--- src/rtl/alu8_pkg.sv ---
package alu8_pkg;

   localparam int unsigned OP_W = 3;

   localparam logic [OP_W-1:0] OP_ADD   = 3'b000;
   localparam logic [OP_W-1:0] OP_SUB   = 3'b001;
   localparam logic [OP_W-1:0] OP_AND   = 3'b010;
   localparam logic [OP_W-1:0] OP_OR    = 3'b011;
   localparam logic [OP_W-1:0] OP_XOR   = 3'b100;
   localparam logic [OP_W-1:0] OP_PASSB = 3'b101;

   typedef enum logic [1:0] {
      CLS_ARITH = 2'd0,
      CLS_LOGIC = 2'd1,
      CLS_NONE  = 2'd2
   } op_class_e;

   function automatic op_class_e classify(input logic [OP_W-1:0] op);
      case (op)
         OP_ADD, OP_SUB:                    classify = CLS_ARITH;
         OP_AND, OP_OR, OP_XOR, OP_PASSB:   classify = CLS_LOGIC;
         default:                           classify = CLS_NONE;
      endcase
   endfunction

endpackage

--- src/rtl/alu8_adder.sv ---
module alu8_adder #(
   parameter int unsigned WIDTH  = 8,
   parameter bit          RIPPLE = 1'b1
) (
   input  logic [WIDTH-1:0] in_x,
   input  logic [WIDTH-1:0] in_y,
   input  logic             cin,
   output logic [WIDTH-1:0] sum,
   output logic             carry_msb_in,
   output logic             carry_out
);

   localparam int unsigned MSB = WIDTH - 1;

   if (WIDTH < 2) begin : g_bad_width
      $error("alu8_adder: WIDTH must be at least 2");
   end

   if (RIPPLE) begin : g_ripple
      logic [WIDTH:0] chain;
      assign chain[0] = cin;
      for (genvar i = 0; i < WIDTH; i++) begin : g_bit
         assign sum[i]       = in_x[i] ^ in_y[i] ^ chain[i];
         assign chain[i+1]   = (in_x[i] & in_y[i]) | (chain[i] & (in_x[i] ^ in_y[i]));
      end
      assign carry_msb_in = chain[MSB];
      assign carry_out    = chain[WIDTH];

      // the gate-level chain must agree with a wide arithmetic sum
      always_comb begin
         a_r3_chain_matches_sum: assert ({carry_out, sum} ==
            ({1'b0, in_x} + {1'b0, in_y} + {{WIDTH{1'b0}}, cin}))
            else $error("adder chain disagrees with wide sum");
      end
   end else begin : g_behav
      logic [WIDTH-1:0] low_part;
      logic [WIDTH:0]   full;
      assign low_part     = {1'b0, in_x[MSB-1:0]} + {1'b0, in_y[MSB-1:0]}
                            + {{(WIDTH-1){1'b0}}, cin};
      assign full         = {1'b0, in_x} + {1'b0, in_y} + {{WIDTH{1'b0}}, cin};
      assign sum          = full[MSB:0];
      assign carry_msb_in = low_part[MSB];
      assign carry_out    = full[WIDTH];
   end

   // carry-pair overflow equals the sign-flip rule on the adder inputs
   always_comb begin
      a_r4_overflow_sign_rule: assert ((carry_msb_in ^ carry_out) ==
         ((in_x[MSB] == in_y[MSB]) && (sum[MSB] != in_x[MSB])))
         else $error("overflow carry pair disagrees with sign rule");
   end

endmodule

--- src/rtl/alu8_logic.sv ---
module alu8_logic
   import alu8_pkg::*;
#(
   parameter int unsigned WIDTH = 8
) (
   input  logic [OP_W-1:0]  op,
   input  logic [WIDTH-1:0] in_a,
   input  logic [WIDTH-1:0] in_b,
   output logic [WIDTH-1:0] res
);

   always_comb begin
      case (op)
         OP_AND:   res = in_a & in_b;
         OP_OR:    res = in_a | in_b;
         OP_XOR:   res = in_a ^ in_b;
         OP_PASSB: res = in_b;
         default:  res = '0;
      endcase
   end

   // pass-through leaves B untouched
   always_comb begin
      if (op == OP_PASSB) begin
         a_r7_pass_b: assert (res == in_b) else $error("pass-through altered B");
      end
   end

endmodule

--- src/rtl/alu8_status.sv ---
module alu8_status
   import alu8_pkg::*;
#(
   parameter int unsigned WIDTH = 8
) (
   input  op_class_e        cls,
   input  logic [WIDTH-1:0] arith_res,
   input  logic [WIDTH-1:0] logic_res,
   input  logic             carry_msb_in,
   input  logic             carry_out,
   output logic [WIDTH-1:0] res,
   output logic             z,
   output logic             n,
   output logic             c,
   output logic             v
);

   localparam int unsigned MSB = WIDTH - 1;

   always_comb begin
      res = '0;
      z   = 1'b0;
      n   = 1'b0;
      c   = 1'b0;
      v   = 1'b0;
      case (cls)
         CLS_ARITH: begin
            res = arith_res;
            c   = carry_out;
            v   = carry_msb_in ^ carry_out;
            z   = ~|arith_res;
            n   = arith_res[MSB];
         end
         CLS_LOGIC: begin
            res = logic_res;
            z   = ~|logic_res;
            n   = logic_res[MSB];
         end
         default: ;
      endcase
   end

   // a zero result can never look negative
   always_comb begin
      a_r5_zero_not_neg: assert (!(z && n)) else $error("zero and negative both set");
   end

endmodule

--- src/rtl/alu8_core.sv ---
module alu8_core
   import alu8_pkg::*;
#(
   parameter int unsigned WIDTH  = 8,
   parameter bit          RIPPLE = 1'b1
) (
   input  logic [2:0]       op_sel,
   input  logic [WIDTH-1:0] opnd_a,
   input  logic [WIDTH-1:0] opnd_b,
   output logic [WIDTH-1:0] result,
   output logic             flag_z,
   output logic             flag_n,
   output logic             flag_c,
   output logic             flag_v
);

   if (WIDTH < 2) begin : g_bad_width
      $error("alu8_core: WIDTH must be at least 2");
   end

   op_class_e        cls;
   logic             do_sub;
   logic [WIDTH-1:0] adder_y;
   logic [WIDTH-1:0] arith_sum;
   logic [WIDTH-1:0] logic_out;
   logic             c_msb_in;
   logic             c_out;

   assign cls     = classify(op_sel);
   assign do_sub  = (op_sel == OP_SUB);
   assign adder_y = do_sub ? ~opnd_b : opnd_b;

   alu8_adder #(.WIDTH(WIDTH), .RIPPLE(RIPPLE)) u_adder (
      .in_x         (opnd_a),
      .in_y         (adder_y),
      .cin          (do_sub),
      .sum          (arith_sum),
      .carry_msb_in (c_msb_in),
      .carry_out    (c_out)
   );

   alu8_logic #(.WIDTH(WIDTH)) u_logic (
      .op   (op_sel),
      .in_a (opnd_a),
      .in_b (opnd_b),
      .res  (logic_out)
   );

   alu8_status #(.WIDTH(WIDTH)) u_status (
      .cls          (cls),
      .arith_res    (arith_sum),
      .logic_res    (logic_out),
      .carry_msb_in (c_msb_in),
      .carry_out    (c_out),
      .res          (result),
      .z            (flag_z),
      .n            (flag_n),
      .c            (flag_c),
      .v            (flag_v)
   );

   always_comb begin
      // subtract carry reads as no-borrow
      if (op_sel == OP_SUB) begin
         a_r3_sub_no_borrow: assert (flag_c == (opnd_a >= opnd_b))
            else $error("subtract carry is not the no-borrow bit");
      end
      // bitwise operations clear carry and overflow
      if (cls == CLS_LOGIC) begin
         a_r8_logic_clear: assert (!flag_c && !flag_v)
            else $error("logic op left carry or overflow set");
      end
      // unused codes are silent
      if (cls == CLS_NONE) begin
         a_r9_unused_quiet: assert (result == '0 && !flag_z && !flag_n && !flag_c && !flag_v)
            else $error("unused code produced output");
      end
   end

endmodule

--- config.mk ---
export PLATFORM = sky130hd
export DESIGN_NAME = alu8_core
export DESIGN_NICKNAME = d
export VERILOG_FILES = /design/src/rtl/alu8_pkg.sv /design/src/rtl/alu8_adder.sv /design/src/rtl/alu8_logic.sv /design/src/rtl/alu8_status.sv /design/src/rtl/alu8_core.sv
export SDC_FILE = /design/constraint.sdc
export NUM_CORES = 1
export LEC_CHECK = 0
export BUFFER_PORTS_ARGS = -buffer_cell sky130_fd_sc_hd__buf_2
export CORE_MARGIN = 1.5
export CORE_UTILIZATION = 30
export DETAILED_ROUTE_END_ITERATION = 8
export MAX_ROUTING_LAYER = met4
export PLACE_DENSITY = 0.49
export SLEW_MARGIN = 25
export SYNTH_ARGS = -nofsm -noshare
export SYNTH_HDL_FRONTEND = slang
export SYNTH_HIERARCHICAL = 1
export SYNTH_SLANG_ARGS = --single-unit
--- constraint.sdc ---
create_clock -name vclk -period 5.99
set_clock_uncertainty 0.1 [all_clocks]
set_input_delay 0.599 -clock vclk [all_inputs]
set_output_delay 0.599 -clock vclk [all_outputs]
set_load 0.02 [all_outputs]
==> qor.csv <==
stage,metric,value,unit
run,Max Cap Viol,0,
sta,final hold vios,0,
setup_path,critical-path maximum fanout,4,
setup_path,Critical Path Source,op_sel[1],
placed_design,DPL Wire Length,1.803,mm
sta,fmax,180.8,MHz
synth,average cell area after synthesis,8.133,µm²
floorplanning,Core Footprint,3337,µm²
global_route,global-route wire length before repair,3.477,mm
global_route,largest net degree at the start of global routing,22,
sta,Relative slew margins,67.03,%
global_route,number of global-route vias before repair,844,
synth,dominant cell type by area after synthesis,ha_1,
placed_design,Placer Congestion,0.7839,
setup_path,WP data arrival,4.83,ns
global_route,initial antenna violation count,0,
finish,Register Area,0,µm²
power,pwr/cell area,108.2,nW/µm²
clock_tree,post-CTS resize count,0,
floorplanning,Initial Util,31.20,%
floorplanning,Die Wd,61.91,µm
finish,Finished Layout Cells,199,
finish,# clk buffers,0,
setup_path,Worst Setup EP,flag_z,
setup_path,WS Path Type,input pin to output port,
synth,post-synth top area share,20.43,%
status,status,"complete, no violations",
floorplanning,die area,3832,µm²
route,via count,895,
sta,WHS,1.728,ns
floorplanning,Die Span Y,61.91,µm
setup_path,CP required,5.29,ns
sta,actual slew at the worst max-slew pin,0.4945,ns
finish,seq_cells,0,
sta,Final min period,5.531,ns
route,Avg WL per Cell,10.96,µm
clock_tree,hold-fix buffers at CTS,0,
finish,ANT cells,0,
power,leakage power,0.6985,nW
route,drt initial violations,21,
sta,Setup Viol. Count Final,0,
setup_path,Crit. End Element,output port,
sta,total negative slack,0,ns
route,drt total wl,2.181,mm
floorplanning,Ports,31,
synth,sequential fraction of the synthesis area,0,%
synth,Yosys cell types,26,
finish,area growth from synthesis to layout,15.26,%
setup_path,CP startpoint kind,input pin,
finish,layout cells sized above 1,24.18,%
sta,"Slew Viols, Final",0,
hold_path,HP Class,input pin to output port,
route,antenna-violating nets left,0,
global_route,total global-route track usage,12.08,%
synth,top post-synthesis cells by area,"ha_1 20%, mux2i_1 18%, fa_1 15%, inv_1 10%, xor2_1 6.7%",
sta,fin crit share,92.34,%
synth,Syn Inst Count,128,
placed_design,IO Port Bufs,31,
route,Vias/cell,4.497,
global_route,"Remaining Overflow, GRT",0,
floorplanning,Placement Rows,21,
placed_design,placed cells,199,
finish,Final nets,199,
power,VDD IR max,0.04687,mV
synth,syn nets,172,
clock_tree,Post-CTS Setup Bufs,0,
sta,RSZ-0062 raised after global routing,false,
synth,Mapped Area,1041,µm²
synth,Ys Warns,6,
route,router iterations before antenna repair,2,
route,drc violations,0,
==> cell families after synthesis <==
family / synth area share (%)
AO/OA/AOI/OAI: 8.053
multiplexers: 18.27
AND/OR/NAND/NOR: 13.22
XOR/XNOR: 7.573
buffers and inverters: 17.07
adder cells (fa/ha/maj): 35.82
==> critical path: stages <==
cell and delay (ns):
buf_2 0.12, nor3b_2 0.23, xor2_1 0.12, fa_1 0.39
inv_1 0.08, fa_1 0.15, inv_1 0.05, fa_1 0.38
fa_1 0.39, fa_1 0.40, fa_1 0.38, inv_1 0.08
fa_1 0.16, inv_1 0.07, fa_1 0.49, nor4_2 0.30
nand3b_1 0.12, a21oi_2 0.15, buf_2 0.18
==> where the power goes <==
group,total [mW],internal [mW],switching (mW)
combinational,0.130,0.0529,0.0769
clock,0,0,0
sequential,0,0,0
total,0.130,0.0529,0.0769
==> layout by cell type (no fill, tap or decap) <==
master / instances
nor3b_2: 1
nand3_1: 1
nor4_2: 2
o21ai_1: 2
ha_1: 17
xnor2_1: 1
nand2b_1: 1
mux2i_1: 19
inv_1: 29
nor3b_1: 1
o21ai_0: 3
nor3_1: 1
o22ai_1: 8
nand3b_1: 1
buf_2: 31
buf_4: 2
nor4_1: 2
xor2_1: 8
nor2_1: 8
a21oi_2: 1
nand2_1: 5
fa_1: 8
or2b_1: 1
==> synthesized netlist by cell type, drive strengths merged <==
| cell | instances |
|---|---|
| nand3b | 1 |
| inv | 29 |
| nor3 | 1 |
| nand2 | 5 |
| nand2b | 1 |
| o21ai | 5 |
| xor2 | 8 |
| buf | 6 |
| o22ai | 8 |
| nor2 | 8 |
| nor4 | 4 |
| clkbuf | 2 |
| fa | 8 |
| nand3 | 1 |
| mux2i | 19 |
| or2b | 1 |
| xnor2 | 1 |
| nor3b | 2 |
| a21oi | 1 |
| ha | 17 |
==> how the worst min path moves through the flow <==
stage	from	end	slack [ns]	cells after the start
after floorplan	op_sel[2]	flag_c	1.33	2
final	opnd_a[7]	flag_v	1.73	5
after global routing	opnd_a[7]	flag_v	1.77	5
after global placement	opnd_a[7]	flag_v	1.72	5
after CTS	opnd_a[7]	flag_v	1.73	5
after detailed placement	opnd_a[7]	flag_v	1.73	5
==> final cells by class <==
type | instances | area (µm²)
fillers | 378 | 2137
multi-input cells | 91 | 863.3
repair buffers | 33 | 170.2
inverters | 29 | 108.9
well taps | 46 | 57.56
==> per-layer routing <==
metal / global-route usage [%] / part of all wire [%] / up-vias / wire [µm]
li1: - / - / 462 / -
met1: 14.89 / 48 / 415 / 1040
met2: 23.46 / 50 / 18 / 1085
met3: 0 / 2.5 / 0 / 55
met4: 0 / 0 / 0 / 0
met5: - / 0 / - / 0
==> per-stage QoR <==
stage	cell area [µm²]	util, %	total power, mW	setup WS [ns]
floorplan	1041	-	0.09655	0.7585
global placement	1200	35.96	0.1281	0.4997
detailed placement	1200	35.96	0.1308	0.4774
CTS	1200	35.96	0.1313	0.4327
global route	1200	35.96	0.1464	0.1852
finish	1200	35.96	0.1298	0.4586
Power figures use the tool's default switching activity.
